===== src/rtl/dlink_pkg.sv =====
package dlink_pkg;
    typedef enum logic [1:0] {
        MODE_REG   = 2'd0,
        MODE_HDLC  = 2'd1,
        MODE_TRANS = 2'd2
    } dl_mode_e;

    typedef enum logic [1:0] {
        ST_FILL = 2'd0,
        ST_ARM  = 2'd1,
        ST_SEND = 2'd2
    } dl_state_e;

    localparam logic [7:0] FLAG_BYTE = 8'h7E;
    localparam logic [7:0] IDLE_BYTE = 8'hFF;
endpackage


===== src/rtl/dl_slot_map.sv =====
module dl_slot_map #(
    parameter int ESF_FRAMES = 24,
    parameter int F72_FRAMES = 72,
    parameter int F72_FIRST  = 25,
    parameter int FRAME_W    = $clog2(F72_FRAMES)
) (
    input  logic               fmt_f72_i,
    input  logic [FRAME_W-1:0] frame_num_i,
    output logic               is_slot_o,
    output logic               first_o,
    output logic [FRAME_W-1:0] slot_idx_o
);
    always_comb begin
        if (fmt_f72_i) begin
            is_slot_o  = (frame_num_i >= FRAME_W'(F72_FIRST)) &&
                         (frame_num_i <  FRAME_W'(F72_FRAMES));
            slot_idx_o = frame_num_i - FRAME_W'(F72_FIRST);
        end else begin
            is_slot_o  = (frame_num_i < FRAME_W'(ESF_FRAMES)) && !frame_num_i[0];
            slot_idx_o = {1'b0, frame_num_i[FRAME_W-1:1]};
        end
        first_o = is_slot_o && (slot_idx_o == '0);
    end
endmodule


===== src/rtl/dl_reg_src.sv =====
module dl_reg_src #(
    parameter int BYTE_W  = 8,
    parameter int NREG    = 3,
    parameter int FRAME_W = 7
) (
    input  logic                   clk_i,
    input  logic                   rst_ni,
    input  logic                   load_i,
    input  logic [NREG*BYTE_W-1:0] regs_i,
    input  logic [FRAME_W-1:0]     idx_i,
    output logic                   bit_o
);
    localparam int TOTAL = NREG * BYTE_W;
    localparam int SEL_W = $clog2(TOTAL);

    logic [TOTAL-1:0] shadow_q;
    logic [TOTAL-1:0] word;

    always_ff @(posedge clk_i) begin
        if (!rst_ni)     shadow_q <= '1;
        else if (load_i) shadow_q <= regs_i;
    end

    always_comb begin
        word  = load_i ? regs_i : shadow_q;
        bit_o = (idx_i < FRAME_W'(TOTAL)) ? word[idx_i[SEL_W-1:0]] : 1'b1;
    end
endmodule


===== src/rtl/dl_fifo_fsm.sv =====
module dl_fifo_fsm
    import dlink_pkg::*;
#(
    parameter int BYTE_W = 8
) (
    input  logic              clk_i,
    input  logic              rst_ni,
    input  logic              en_i,
    input  logic              slot_i,
    input  logic              first_i,
    input  logic              align_i,
    input  logic              fifo_empty_i,
    input  logic [BYTE_W-1:0] fifo_data_i,
    input  logic [BYTE_W-1:0] fill_byte_i,
    output logic              bit_o,
    output logic              rd_o
);
    localparam int CNT_W = $clog2(BYTE_W);

    dl_state_e         state_q, state_d;
    logic [CNT_W-1:0]  cnt_q;
    logic [BYTE_W-1:0] sh_q;
    logic              take, use_fill, cnt_zero;

    assign cnt_zero = (cnt_q == '0);

    // state register
    always_ff @(posedge clk_i) begin
        if (!rst_ni) state_q <= ST_FILL;
        else         state_q <= state_d;
    end

    // next state and outputs
    always_comb begin
        state_d  = state_q;
        take     = 1'b0;
        use_fill = 1'b0;
        if (!en_i) begin
            state_d = ST_FILL;
        end else begin
            unique case (state_q)
                ST_FILL: begin
                    if (slot_i) begin
                        if (cnt_zero && !fifo_empty_i && !align_i) begin
                            take    = 1'b1;
                            state_d = ST_SEND;
                        end else begin
                            use_fill = 1'b1;
                        end
                    end else if (!fifo_empty_i && align_i) begin
                        state_d = ST_ARM;
                    end
                end
                ST_ARM: begin
                    if (slot_i) begin
                        if (first_i && !fifo_empty_i) begin
                            take    = 1'b1;
                            state_d = ST_SEND;
                        end else begin
                            use_fill = 1'b1;
                        end
                    end else if (fifo_empty_i || !align_i) begin
                        state_d = ST_FILL;
                    end
                end
                ST_SEND: begin
                    if (slot_i && cnt_zero) begin
                        if (!fifo_empty_i) begin
                            take = 1'b1;
                        end else begin
                            use_fill = 1'b1;
                            state_d  = ST_FILL;
                        end
                    end
                end
                default: state_d = ST_FILL;
            endcase
        end
        rd_o  = take;
        bit_o = take ? fifo_data_i[0] : (use_fill ? fill_byte_i[cnt_q] : sh_q[cnt_q]);
    end

    // byte shifter and bit counter
    always_ff @(posedge clk_i) begin
        if (!rst_ni || !en_i) begin
            cnt_q <= '0;
            sh_q  <= '0;
        end else if (take) begin
            sh_q  <= fifo_data_i;
            cnt_q <= CNT_W'(1);
        end else if (slot_i) begin
            cnt_q <= cnt_q + CNT_W'(1);
        end
    end


    rd_not_empty_chk: assert property (@(posedge clk_i) disable iff (!rst_ni)
        rd_o |-> !fifo_empty_i);


    arm_hold_chk: assert property (@(posedge clk_i) disable iff (!rst_ni)
        (state_q == ST_ARM && !first_i) |-> !rd_o);


    mid_byte_no_rd_chk: assert property (@(posedge clk_i) disable iff (!rst_ni)
        (state_q == ST_SEND && !cnt_zero) |-> !rd_o);
endmodule


===== src/rtl/dl_bit_inserter.sv =====
module dl_bit_inserter
    import dlink_pkg::*;
#(
    parameter int BYTE_W     = 8,
    parameter int NREG       = 3,
    parameter int ESF_FRAMES = 24,
    parameter int F72_FRAMES = 72,
    parameter int F72_FIRST  = 25,
    parameter int FRAME_W    = $clog2(F72_FRAMES)
) (
    input  logic                   clk_i,
    input  logic                   rst_ni,
    input  logic                   fmt_f72_i,
    input  logic [1:0]             mode_i,
    input  logic                   fill_idle_i,
    input  logic                   mf_align_i,
    input  logic                   frame_strobe_i,
    input  logic [FRAME_W-1:0]     frame_num_i,
    input  logic [NREG*BYTE_W-1:0] dl_regs_i,
    input  logic                   fifo_empty_i,
    input  logic [BYTE_W-1:0]      fifo_data_i,
    output logic                   fifo_rd_o,
    output logic                   dl_bit_o,
    output logic                   dl_valid_o
);
    logic               is_slot, first, hit, reg_bit, fifo_bit, fifo_en, load;
    logic [FRAME_W-1:0] slot_idx;
    logic [BYTE_W-1:0]  fill_byte;
    dl_mode_e           mode;

    assign mode      = dl_mode_e'(mode_i);
    assign hit       = frame_strobe_i && is_slot;
    assign fifo_en   = (mode != MODE_REG);
    assign load      = frame_strobe_i && (frame_num_i == '0);
    assign fill_byte = (mode == MODE_HDLC && !fill_idle_i) ? BYTE_W'(FLAG_BYTE) : '1;

    dl_slot_map #(
        .ESF_FRAMES(ESF_FRAMES), .F72_FRAMES(F72_FRAMES),
        .F72_FIRST(F72_FIRST),   .FRAME_W(FRAME_W)
    ) u_map (
        .fmt_f72_i(fmt_f72_i), .frame_num_i(frame_num_i),
        .is_slot_o(is_slot),   .first_o(first), .slot_idx_o(slot_idx)
    );

    dl_reg_src #(.BYTE_W(BYTE_W), .NREG(NREG), .FRAME_W(FRAME_W)) u_regs (
        .clk_i(clk_i), .rst_ni(rst_ni), .load_i(load),
        .regs_i(dl_regs_i), .idx_i(slot_idx), .bit_o(reg_bit)
    );

    dl_fifo_fsm #(.BYTE_W(BYTE_W)) u_fsm (
        .clk_i(clk_i), .rst_ni(rst_ni), .en_i(fifo_en), .slot_i(hit),
        .first_i(first), .align_i(mf_align_i), .fifo_empty_i(fifo_empty_i),
        .fifo_data_i(fifo_data_i), .fill_byte_i(fill_byte),
        .bit_o(fifo_bit), .rd_o(fifo_rd_o)
    );

    always_ff @(posedge clk_i) begin
        if (!rst_ni) begin
            dl_valid_o <= 1'b0;
            dl_bit_o   <= 1'b1;
        end else begin
            dl_valid_o <= hit;
            if (hit) dl_bit_o <= fifo_en ? fifo_bit : reg_bit;
        end
    end


    valid_after_strobe_chk: assert property (@(posedge clk_i) disable iff (!rst_ni)
        dl_valid_o |-> $past(frame_strobe_i));


    reg_mode_no_rd_chk: assert property (@(posedge clk_i) disable iff (!rst_ni)
        (mode_i == 2'd0) |-> !fifo_rd_o);


    rd_on_strobe_chk: assert property (@(posedge clk_i) disable iff (!rst_ni)
        fifo_rd_o |-> frame_strobe_i);
endmodule


===== config.mk =====
export PLATFORM = sky130hd
export DESIGN_NAME = dl_bit_inserter
export DESIGN_NICKNAME = d
export VERILOG_FILES = /design/src/rtl/dlink_pkg.sv /design/src/rtl/dl_slot_map.sv /design/src/rtl/dl_reg_src.sv /design/src/rtl/dl_fifo_fsm.sv /design/src/rtl/dl_bit_inserter.sv
export SDC_FILE = /design/constraint.sdc
export NUM_CORES = 1
export LEC_CHECK = 0
export ABC_AREA = 0
export BUFFER_PORTS_ARGS = -buffer_cell sky130_fd_sc_hd__buf_2
export CORE_UTILIZATION = 59
export DETAILED_ROUTE_END_ITERATION = 10
export PLACE_DENSITY = 0.89
export SLEW_MARGIN = 30
export SYNTH_ARGS = -nofsm -noshare
export SYNTH_HDL_FRONTEND = slang
export SYNTH_SLANG_ARGS = --single-unit

===== constraint.sdc =====
create_clock -name clk_i -period 5.4 [get_ports clk_i]
set_input_delay 0.54 -clock clk_i [delete_from_list [all_inputs] [get_ports clk_i]]
set_output_delay 0.54 -clock clk_i [all_outputs]
set_load 0.01 [all_outputs]

# Word level (Yosys, flattened, before mapping)
# Cells that the tools add are included.
[totals] regBits=39 output_inout_bits=3
[op_classes] addsub=2 magnitude_cmp=6 eq_ne=9 n_mux=41 reduce_logical=28
[ops] cell="$mux W1" count=24
[ops] cell="$mux W24" count=1
[ops] cell="$mux W2" count=8
[ops] cell="$logic_not A7 Y1" count=2
[ops] cell="$lt A7 B5 Y1 const B" count=2
[ops] cell="$logic_and A1 B1 Y1" count=11
[ops] cell="$mux W8" count=1
[ops] cell="$ge A7 B5 Y1 const B" count=1
[ops] cell="$lt A7 B7 Y1 const B" count=1
[ops] cell="$mux W7" count=1
[ops] cell="$sub A7 B5 Y7 const B" count=1
[ops] cell="$bmux W1 S3" count=2
[ops] cell="$logic_not A1 Y1" count=6
[ops] cell="$lt A5 B6 Y1 const B" count=1
[ops] cell="$ne A3 B1 Y1 const B" count=2
[ops] cell="$ne A3 B3 Y1 const B" count=2
[ops] cell="$pmux W1 S3" count=2
[ops] cell="$pmux W2 S3" count=1
[ops] cell="$reduce_and A6 Y1" count=1
[ops] cell="$bmux W1 S5" count=1
[ops] cell="$eq A2 B1 Y1 const B" count=2
[ops] cell="$lt A3 B4 Y1 const B" count=1
[ops] cell="$reduce_bool A2 Y1" count=2
[ops] cell="$add A3 B1 Y3 const B" count=1
[ops] cell="other kinds (8)" count=9

# Longest topological paths before layout
# Gate-level depths: netlist (run 1).
[logic_depth] depth_word=12 mapped_depth=12 depth_no_buf=10

# Cells and area by module
# From an unflattened synthesis (run 1), not the netlist that was laid out.
[unflattened] hier_cells=276 area_unflattened_um2=2651.3
[by_module_without_submodules] module="dl_reg_src" instances=1 cells_per_inst=120 area_per_inst_um2=1301.2 seq_area_each_um2=480.5
[by_module_without_submodules] module="dl_fifo_fsm" instances=1 cells_per_inst=94 area_per_inst_um2=854.6 seq_area_each_um2=260.2
[by_module_without_submodules] module="dl_slot_map" instances=1 cells_per_inst=47 area_per_inst_um2=374.1 seq_area_each_um2=0.0
[by_module_without_submodules] module="dl_bit_inserter" instances=1 cells_per_inst=15 area_per_inst_um2=121.4 seq_area_each_um2=40.0

# Worst setup path after synthesis (run 1)
# Ideal clock, no wire load.
[synth_path] path_type="input port to flip-flop" startpoint="input port frame_num_i[0]" endpoint="register dl_bit_o" arrival_ps=2362 required_time_ps=5280 path_slack_ps=2918 cell_stages=10 n_path_buf=0 path_cell_list="inv_1 > ha_1 > and4bb_1 > nand2_2 > mux2i_1 > a22oi_1 > and3_1 > a221o_1 > o31a_1 > o31a_1"
[synth_via] elab_chain_cells=12 elab_cells_between_ends=36 cone_classes="1 x add/sub; 4 x order compare; 21 x mux; 10 x reduce/logical"
[synth_rtl] item="from (decl)" line_no="dl_bit_inserter.sv:18" source="input logic [FRAME_W-1:0] frame_num_i,"
[synth_rtl] item="$sub A7 B5 Y7 (tied with other cells)" line_no="dl_slot_map.sv:17" source="slot_idx_o = frame_num_i - FRAME_W'(F72_FIRST);"
[synth_rtl] item="$mux W7 (tied with other cells)" line_no="dl_slot_map.sv:14" source="if (fmt_f72_i) begin"
[synth_rtl] item="$logic_not A7 Y1 / $mux W1 (equally long branches)" line_no="dl_slot_map.sv:22, dl_slot_map.sv:14"
[synth_rtl] item="$logic_and A1 B1 Y1" line_no="dl_slot_map.sv:22" source="first_o = is_slot_o && (slot_idx_o == '0);"
[synth_rtl] item="$logic_and A1 B1 Y1" line_no="dl_fifo_fsm.sv:56" source="if (first_i && !fifo_empty_i) begin"
[synth_rtl] item="$mux W1" line_no="dl_fifo_fsm.sv:56"
[synth_rtl] item="$mux W1" line_no="dl_fifo_fsm.sv:55" source="if (slot_i) begin"
[synth_rtl] item="$pmux W1 S3" line_no="dl_fifo_fsm.sv:41" source="unique case (state_q)"
[synth_rtl] item="$mux W1" line_no="dl_fifo_fsm.sv:38" source="if (!en_i) begin"
[synth_rtl] item="$mux W1 (2 in series)" line_no="dl_fifo_fsm.sv:80" source="bit_o = take ? fifo_data_i[0] : (use_fill ? fill_byte_i[cnt_q] : sh_q[cnt_q]);"
[synth_rtl] item="$mux W1" line_no="dl_bit_inserter.sv:63" source="if (hit) dl_bit_o <= fifo_en ? fifo_bit : reg_bit;"
[synth_rtl] item="to (signal assigned)" line_no="dl_bit_inserter.sv:63"
[synth_rtl] item="to (decl)" line_no="dl_bit_inserter.sv:23" source="output logic dl_bit_o,"
# Parallel ways exist; a longest one is shown, timed or not. The select of a mux whose other input is x is not followed.
# A chain may end at the register's enable or synchronous reset.

# Final worst setup path (run 1)
[layout_path] startpoint="register u_fsm.cnt_q[0]" endpoint="output port fifo_rd_o"
[layout_via] elab_chain_cells=7 elab_cells_between_ends=9 cone_classes="5 x mux; 4 x reduce/logical"
[layout_rtl] item="from (decl)" line_no="dl_fifo_fsm.sv:21" source="logic [CNT_W-1:0] cnt_q;"
[layout_rtl] item="from (signal assigned)" line_no="dl_fifo_fsm.sv:92" source="cnt_q <= cnt_q + CNT_W'(1);"
[layout_rtl] item="$logic_not A3 Y1 *" line_no="dl_fifo_fsm.sv:25" source="assign cnt_zero = (cnt_q == '0);"
[layout_rtl] item="$logic_and A1 B1 Y1 (2 in series)" line_no="dl_fifo_fsm.sv:44" source="if (cnt_zero && !fifo_empty_i && !align_i) begin"
[layout_rtl] item="$mux W1" line_no="dl_fifo_fsm.sv:44"
[layout_rtl] item="$mux W1" line_no="dl_fifo_fsm.sv:43" source="if (slot_i) begin"
[layout_rtl] item="$pmux W1 S3 *" line_no="dl_fifo_fsm.sv:41"
[layout_rtl] item="$mux W1 *" line_no="dl_fifo_fsm.sv:38"
[layout_rtl] item="to (decl)" line_no="dl_bit_inserter.sv:22" source="output logic fifo_rd_o,"
# Mark *: on every way between the ends. The rest lies on a longest branch, timed or not.

==> results of run 1 <==
## cells in the mapped netlist, types with 2 or more instances
cell,number,share of area
clkbuf_1,7,0.011
a31oi_1,8,0.021
mux2i_1,32,0.13
o31ai_1,2,0.0062
ha_1,4,0.021
and3_1,3,0.0077
a41oi_1,2,0.0072
and2_1,2,0.0052
o311ai_4,2,0.022
buf_2,2,0.0041
nand2_1,54,0.084
o21ai_2,2,0.0072
nor3_1,8,0.016
nor2_1,19,0.029
nand3_1,17,0.035
o21ai_0,5,0.010
inv_1,10,0.015
and2b_1,2,0.0062
dfxtp_1,39,0.32
o22ai_1,4,0.010
buf_4,3,0.0093
nor3b_1,2,0.0062
o211ai_1,2,0.0062
o31a_1,3,0.011
nor2b_1,2,0.0052
nor4_1,3,0.0077
a31o_2,2,0.0072
xnor2_1,5,0.018
nand2b_1,5,0.013
mux4_2,2,0.019
a21oi_1,6,0.012
buf_6,4,0.019
## worst paths after layout
path,from,endpoint,slack (ns),cells past startpoint
max,u_fsm.cnt_q[0],fifo_rd_o,2.26,9
min,dl_regs_i[11],u_regs.shadow_q[11],0.47,3
max reg2reg,u_fsm.cnt_q[0],dl_bit_o,2.82,11
min reg2reg,u_regs.shadow_q[9],u_regs.shadow_q[9],0.47,2
## metrics by stage
step                cells  total power, W
global route          378       0.0006133
finish                378       0.0005878
detailed placement    370       0.0004035
global placement      370       0.0004011
floorplan             286       0.0003670
CTS                   378       0.0005864
## power breakdown
part | switching [W] | internal, W | total (W)
Clock | 0.0000988 | 0.0000907 | 0.000189
Combinational | 0.0000602 | 0.0000454 | 0.000106
Sequential | 0.00000265 | 0.000290 | 0.000293
Total | 0.000162 | 0.000426 | 0.000588
## layout make-up
class,instances,area (sq um)
flip-flops and latches,39,780.7
multi-input cells,221,1505
inverters,10,37.54
clock inverters,1,5.005
fillers,301,1069
well taps,48,60.06
clock buffers,7,76.32
repair buffers,52,265.3
## state kept, by name, summed over array words and instances, names as in the netlist
signal,count
u_fsm.state_q,2
dl_bit_o,1
u_fsm.sh_q,8
u_regs.shadow_q,24
dl_valid_o,1
u_fsm.cnt_q,3
## routing by layer
metal / track usage / part of all wire
met2: 0.4439 / 0.47
met5: 0 / 0
met3: 0.05517 / 0.060
met1: 0.3507 / 0.45
met4: 0.08245 / 0.013
## critical path, stage by stage, from the launching register on
cell and delay, ns:
dfxtp_1 0.40, inv_1 0.10, ha_1 0.19, nand2b_1 0.09
a2111oi_0 0.50, and2b_1 0.25, a211oi_2 0.20, buf_4 0.24
and2b_1 0.20, buf_2 0.14
## cell families after synthesis
logic type	synth area share
AO/OA/AOI/OAI	0.1655
XOR/XNOR	0.01804
adder cells (fa/ha/maj)	0.02062
buffers and inverters	0.05825
flip-flops	0.3216
multiplexers	0.1552
AND/OR/NAND/NOR	0.2608
==> metrics, run 1 <==
status complete, no violations; Resized Gates After CTS 0; FFs w/ async S/R, synth 0; fin util 0.7187; setup violators final 0; core box area 3799 sq um; unrepaired setup endpoints after global routing no; total number of vias 2255; DPL Wire Length 4.046 mm; Final ANT Viol Nets 0; Port-buffer cells 50; Root Driver clkbuf_8; CTS Buffer Depth 2; largest net degree at the start of global routing 31; #FFs+latches synth 39; P&R area growth vs syn 12.47%; TritonCTS clock tree done; FMAX 0.3182 GHz; Post-Syn Area 2427 sq um; commonest non-fill, non-tap cell in the layout nand2_1; Initial Utilization 0.6390; GPL Wtd Cong 0.8511; CTS sink cnt 39; CP endpoint kind primary output; max-cap violation count 0; layout cells sized above 1 0.2273; Synthesized Nets 338; min Tclk post-route 3.142 ns; Synth Instances 286; pre-CTS setup slack 2.068 ns; required time of the critical path 4.86 ns; Worst Tran Pin Value 0.8173 ns; Nets 381; Overall Global Routing Usage 0.2691; commonest cells after routing, fill and taps aside nand2_1 (54), buf_2 (50), dfxtp_1 (39), mux2i_1 (32), nor2_1 (19); CP startpoint kind flop; pwr dens 215.3 nW/um^2; Arr. time, crit path 2.60 ns; routed vias/inst 5.966; Slew headroom 0.4551; TritonCTS buffer count 5; Syn. warnings 0; ANT cells 0; final worst path period share 0.5819; number of synthesized flops with an enable pin 0; WL final 5.412 mm; critical path peak fanout 12; Die H 66.14 um; Placed Area 2649 sq um; P_leak 1.206 nW; HP Class input port to flop; Hold Buf Count CTS 0; DR iter-0 viols 163; # H-tree levels 2; clock latency on the worst-skew pair 0.29 ns; max-slew violations 0; setup ws final 2.258 ns; Fin. Hold Viols 0; # Post-CTS Setup Buffers 0; total grt overflow 0; CP Class flop to primary output; die area 4375 sq um; # rows 22; die outline width 66.14 um; first-pass GRT wire length 9.011 mm; vias in the first global route 2065; Clock transition at path regs 0.08 ns; TNS Setup 0 ns; Routed WL per cell 14.32 um; unique cell type count in the Yosys netlist 55; sequential area share after synthesis 0.3216; initial antenna violation count 0; I/O pins 51; maximum VDD drop 0.1711 mV; WHS 0.4734 ns; final instance area 2730 sq um; clock skew 0.007031 ns; Primary FF master, synth dfxtp_1; First-pass DRT Iterations 5; DRC violations left 0; synthesized area per cell 8.487 sq um
(Power assumes the default switching activity.)
==> inputs of run 2 (changes only) <==
- CORE_UTILIZATION: 59 -> 55
- PLACE_DENSITY: 0.89 -> 0.84
- clock period: 5.4 -> 3.25 ns (I/O delays scaled with it)
==> metrics, run 2 (synthesis gave the netlist of run 1 again) <==
vias in the first global route 1920 (-7.0%); Reg power frac 0.500 (+0.002); FMAX 0.3438 GHz; Clk pwr share 0.319 (-0.003); CTS Buffer Depth 2 (unchanged); first-pass GRT wire length 8.859 mm (-1.7%); critical path peak fanout 7 (-5); pwr dens 353.0 nW/um^2 (+64%); Final ANT Viol Nets 0 (unchanged); # H-tree levels 2 (unchanged); unrepaired setup endpoints after global routing no; GPL Wtd Cong 0.8336 (-2.1%); P_leak 1.221 nW (+1.2%); Clock transition at path regs 0.07 ns (about the same); Overall Global Routing Usage 0.2552 (-0.01386); final instance area 2755 sq um (+0.92%); TritonCTS clock tree done; Routed WL per cell 14.55 um (+1.6%); total grt overflow 0 (unchanged); Slew headroom 0.4419 (-0.01321); CTS sink cnt 39 (unchanged); die outline width 68.43 um (+3.5%); Int Pwr 0.0007083 W (+66%); status complete, no violations; HP Class input port to flop; DPL Wire Length 4.181 mm (+3.3%); TNS Setup 0 ns (unchanged); min Tclk post-route 2.909 ns; Biggest register u_regs.shadow_q; Nets 384 (+0.79%); Resized Gates After CTS 0 (unchanged); routed vias/inst 5.747 (-3.7%); layout cells sized above 1 0.2342 (+0.006962); ANT cells 0 (unchanged); setup violators final 0 (unchanged); Arr. time, crit path 2.58 ns (-0.02 ns); Fin. Hold Viols 0 (unchanged); required time of the critical path 2.92 ns (-1.94 ns); DR iter-0 viols 153 (-6.1%); max-cap violation count 0 (unchanged); core box area 4115 sq um (+8.3%); die area 4683 sq um (+7.0%); Initial Utilization 0.5898 (-0.04915); initial antenna violation count 0 (unchanged); switching share of total power 0.2717 (-0.003302); combinational cell fraction of total power 0.181 (about the same); commonest non-fill, non-tap cell in the layout nand2_1; setup ws final 0.3410 ns (-1.917 ns); top flop regs u_regs.shadow_q x24, u_fsm.sh_q x8, u_fsm.cnt_q x3; Placed Area 2674 sq um (+0.94%); clock skew 0.006121 ns (-0.0009103 ns); Largest register FFs 24 (unchanged); Switch Pwr 0.0002643 W (+63%); I/O pins 51 (unchanged); First-pass DRT Iterations 5 (unchanged); # Post-CTS Setup Buffers 0 (unchanged); # rows 23 (+4.5%); P&R area growth vs syn 13.51%; final worst path period share 0.8951; CP Class flop to primary output; Worst Tran Pin Value 0.8371 ns (+0.01981 ns); commonest cells after routing, fill and taps aside nand2_1 (54), buf_2 (50), dfxtp_1 (39), mux2i_1 (32), nor2_1 (19); largest net degree at the start of global routing 28 (-9.7%); DRC violations left 0 (unchanged); Pwr Total 0.0009726 W (+65%); TritonCTS buffer count 5 (unchanged); clock latency on the worst-skew pair 0.29 ns (about the same); Port-buffer cells 50 (unchanged); CP startpoint kind flop; Hold Buf Count CTS 0 (unchanged); CP endpoint kind primary output; pre-CTS setup slack 0.3891 ns (-1.679 ns); Root Driver clkbuf_8; max-slew violations 0 (unchanged); maximum VDD drop 0.2401 mV (+40%); total number of vias 2201 (-2.4%); Die H 68.43 um (+3.5%); WL final 5.574 mm (+3.0%)
[run 2: cell count changes in the layout (fill, tap and decap cells not counted)]
cell / change
buf_4: +3
[run 2: final timing paths]
check,startpoint,to,slack [ns],cells after the start
max,u_fsm.cnt_q[0],fifo_rd_o,0.34,9
min,dl_regs_i[14],u_regs.shadow_q[14],0.26,3
max reg2reg,u_fsm.cnt_q[0],dl_bit_o,0.68,11
min reg2reg,u_regs.shadow_q[2],u_regs.shadow_q[2],0.47,2
[run 2: through the flow]
stage,cells,util,hold slack (ns)
detailed placement,375,0.6497,0.4544
CTS,383,0.6695,0.2585
floorplan,286,-,0.4346
global route,383,0.6695,0.2689
global placement,375,0.6497,0.4493
finish,383,0.6695,0.2596
[run 2: layout make-up]
cell class,instances,area [sq um]
Clock buffer,7,76.32
Clock inverter,1,5.005
Fill cell,360,1360
Inverter,10,37.54
Multi-Input combinational cell,221,1505
Sequential cell,39,780.7
Tap cell,50,62.56
Timing Repair Buffer,55,287.8
[run 2: worst max-delay path: stages, from the launching register on]
cell and delay (ns):
dfxtp_1 0.40, inv_1 0.09, ha_1 0.17, nand2b_1 0.08
a2111oi_0 0.54, and2b_1 0.26, a211oi_2 0.24, buf_4 0.20
and2b_1 0.17, buf_2 0.14
[run 2: power by group through the flow]
stage                     Combinational [W]  Sequential [W]  Clock (W)
after floorplan                    0.000114        0.000496          0
after global placement             0.000170        0.000497          0
after detailed placement           0.000174        0.000497          0
after CTS                          0.000175        0.000486   0.000319
after global routing               0.000193        0.000487   0.000342
final                              0.000176        0.000486   0.000310
[run 2: metal layers]
layer | wire length (um) | track usage | up-vias
met5 | 0 | 0 | -
met4 | 65 | 0.08854 | 0
met3 | 227 | 0.05000 | 7
met2 | 2672 | 0.4179 | 57
met1 | 2609 | 0.3310 | 1022
li1 | - | - | 1115
==> inputs of run 3 (changes only) <==
- CORE_UTILIZATION: 55 -> 40
- PLACE_DENSITY: 0.84 -> 0.66
==> metrics, run 3 (synthesis gave the netlist of run 1 again) <==
HP Class input port to flop; required time of the critical path 2.92 ns (about the same); status complete, no violations; unrepaired setup endpoints after global routing no; # H-tree levels 2 (unchanged); setup violators final 0 (unchanged); core box area 5886 sq um (+43%); P&R area growth vs syn 14.79%; Arr. time, crit path 2.42 ns (-0.16 ns); critical-path cell list inv_1 > ha_1 > nand2b_1 > a2111oi_0 > and2b_1 > a211oi_2 > and2b_1 > buf_2; initial antenna violation count 0 (unchanged); die area 6384 sq um (+36%); Overall Global Routing Usage 0.1865 (-0.06877); CP endpoint kind primary output; Critical Path Max Stage Delay 0.53 ns (about the same); hold_sp dl_regs_i[2]; P_leak 1.220 nW (-0.10%); switching share of total power 0.2766 (+0.004855); Routed WL per cell 13.65 um (-6.2%); CP Class flop to primary output; maximum VDD drop 0.1388 mV (-42%); Int Pwr 0.0007080 W (about the same); ANT cells 0 (unchanged); commonest cells after routing, fill and taps aside nand2_1 (54), buf_2 (50), dfxtp_1 (39), mux2i_1 (32), nor2_1 (19); TritonCTS buffer count 5 (unchanged); Hold Buf Count CTS 0 (unchanged); critical path peak fanout 7 (unchanged); GPL Wtd Cong 0.8465 (+1.5%); Worst Tran Pin Value 0.7616 ns (-0.07545 ns); commonest non-fill, non-tap cell in the layout nand2_1; max-slew violations 0 (unchanged); combinational cell fraction of total power 0.179 (-0.002); total number of vias 2163 (-1.7%); largest net degree at the start of global routing 28 (unchanged); Die H 79.90 um (+17%); Biggest register u_regs.shadow_q; clock skew 0.002588 ns (-0.003533 ns); Fin. Hold Viols 0 (unchanged); layout cells sized above 1 0.2342 (unchanged); CTS sink cnt 39 (unchanged); Root Driver clkbuf_8; total grt overflow 0 (unchanged); Slew headroom 0.4922 (+0.05030); die outline width 79.90 um (+17%); DPL Wire Length 4.193 mm (+0.29%); routed vias/inst 5.301 (-7.7%); Final ANT Viol Nets 0 (unchanged); Resized Gates After CTS 0 (unchanged); WL final 5.568 mm (-0.11%); Clk pwr share 0.324 (+0.005); critical path's slowest cell a2111oi_0; DR iter-0 viols 105 (-31%); most used cell along the critical path and2b_1; CP startpoint kind flop; CTS Buffer Depth 2 (unchanged); start point of the critical path u_fsm.cnt_q[0]; max-cap violation count 0 (unchanged); I/O pins 51 (unchanged); vias in the first global route 2016 (+5.0%); First-pass DRT Iterations 4 (-1); R2R Setup Slk 0.83 ns (+0.15 ns); Largest register FFs 24 (unchanged); Switch Pwr 0.0002707 W (+2.4%); min Tclk post-route 2.743 ns (-0.1663 ns); TritonCTS clock tree done; first-pass GRT wire length 9.480 mm (+7.0%); TNS Setup 0 ns (unchanged); pwr dens 351.2 nW/um^2 (-0.50%); Nets 384 (unchanged); FMAX 0.3646 GHz (+6.1%); Port-buffer cells 50 (unchanged); fin util 0.4734 (-0.1961); # Post-CTS Setup Buffers 0 (unchanged); # rows 28 (+22%); reg2reg start u_fsm.cnt_q[0]; clock latency on the worst-skew pair 0.29 ns (about the same); DRC violations left 0 (unchanged); top flop regs u_regs.shadow_q x24, u_fsm.sh_q x8, u_fsm.cnt_q x3; final worst path period share 0.8439 (-0.05116); Clock transition at path regs 0.07 ns (about the same); Initial Utilization 0.4124 (-0.1774); Reg power frac 0.497 (-0.003)
## run 3: cell counts in the layout (fill, tap and decap cells not counted)
Identical to the previous run, type by type.
## run 3: stage by stage
step                 power, W  std cells  hold slack (ns)  instance area [sq um]  worst slack, ns
floorplan           0.0006099        286           0.4346                   2427           0.9834
global placement    0.0006710        400           0.4465                   2705           0.4833
detailed placement  0.0006728        400           0.4558                   2705           0.3900
CTS                 0.0009839        408           0.2594                   2786           0.4744
global route         0.001025        408           0.2738                   2786           0.2520
finish              0.0009787        408           0.2606                   2786           0.5072
## run 3: final cells by class
type / instances / area [sq um]
repair buffers: 55 / 287.8
fillers: 599 / 3099
well taps: 75 / 93.84
flip-flops and latches: 39 / 780.7
multi-input cells: 221 / 1505
clock buffers: 7 / 76.32
clock inverters: 1 / 5.005
inverters: 10 / 37.54
## run 3: final timing paths
kind | depth (start not counted) | endpoint
setup / recovery | 8 | fifo_rd_o
hold / removal | 3 | u_regs.shadow_q[2]
setup reg to reg | 10 | dl_bit_o
hold reg to reg | 2 | u_regs.shadow_q[21]
## run 3: critical path, delay by kind of cell (launching register included)
family | cells | cell delay, ns
AO/OA/AOI/OAI | 2 | 0.80
AND/OR/NAND/NOR | 3 | 0.53
adder cells (fa/ha/maj) | 1 | 0.16
buffers and inverters | 2 | 0.23
flip-flops | 1 | 0.40
## run 3: metal layers
metal | vias to the layer above | wire (um) | track usage
met4 | 0 | 57 | 0.04821
met3 | 6 | 202 | 0.02514
met1 | 1003 | 2841 | 0.2695
met5 | - | 0 | 0
li1 | 1115 | - | -
met2 | 39 | 2467 | 0.2889
## run 3: power by group through the flow
stage               logic, W  registers (W)  clock network [W]
CTS                 0.000176       0.000486           0.000321
global placement    0.000174       0.000497                  0
global route        0.000194       0.000487           0.000344
detailed placement  0.000175       0.000497                  0
floorplan           0.000114       0.000496                  0
finish              0.000175       0.000486           0.000317
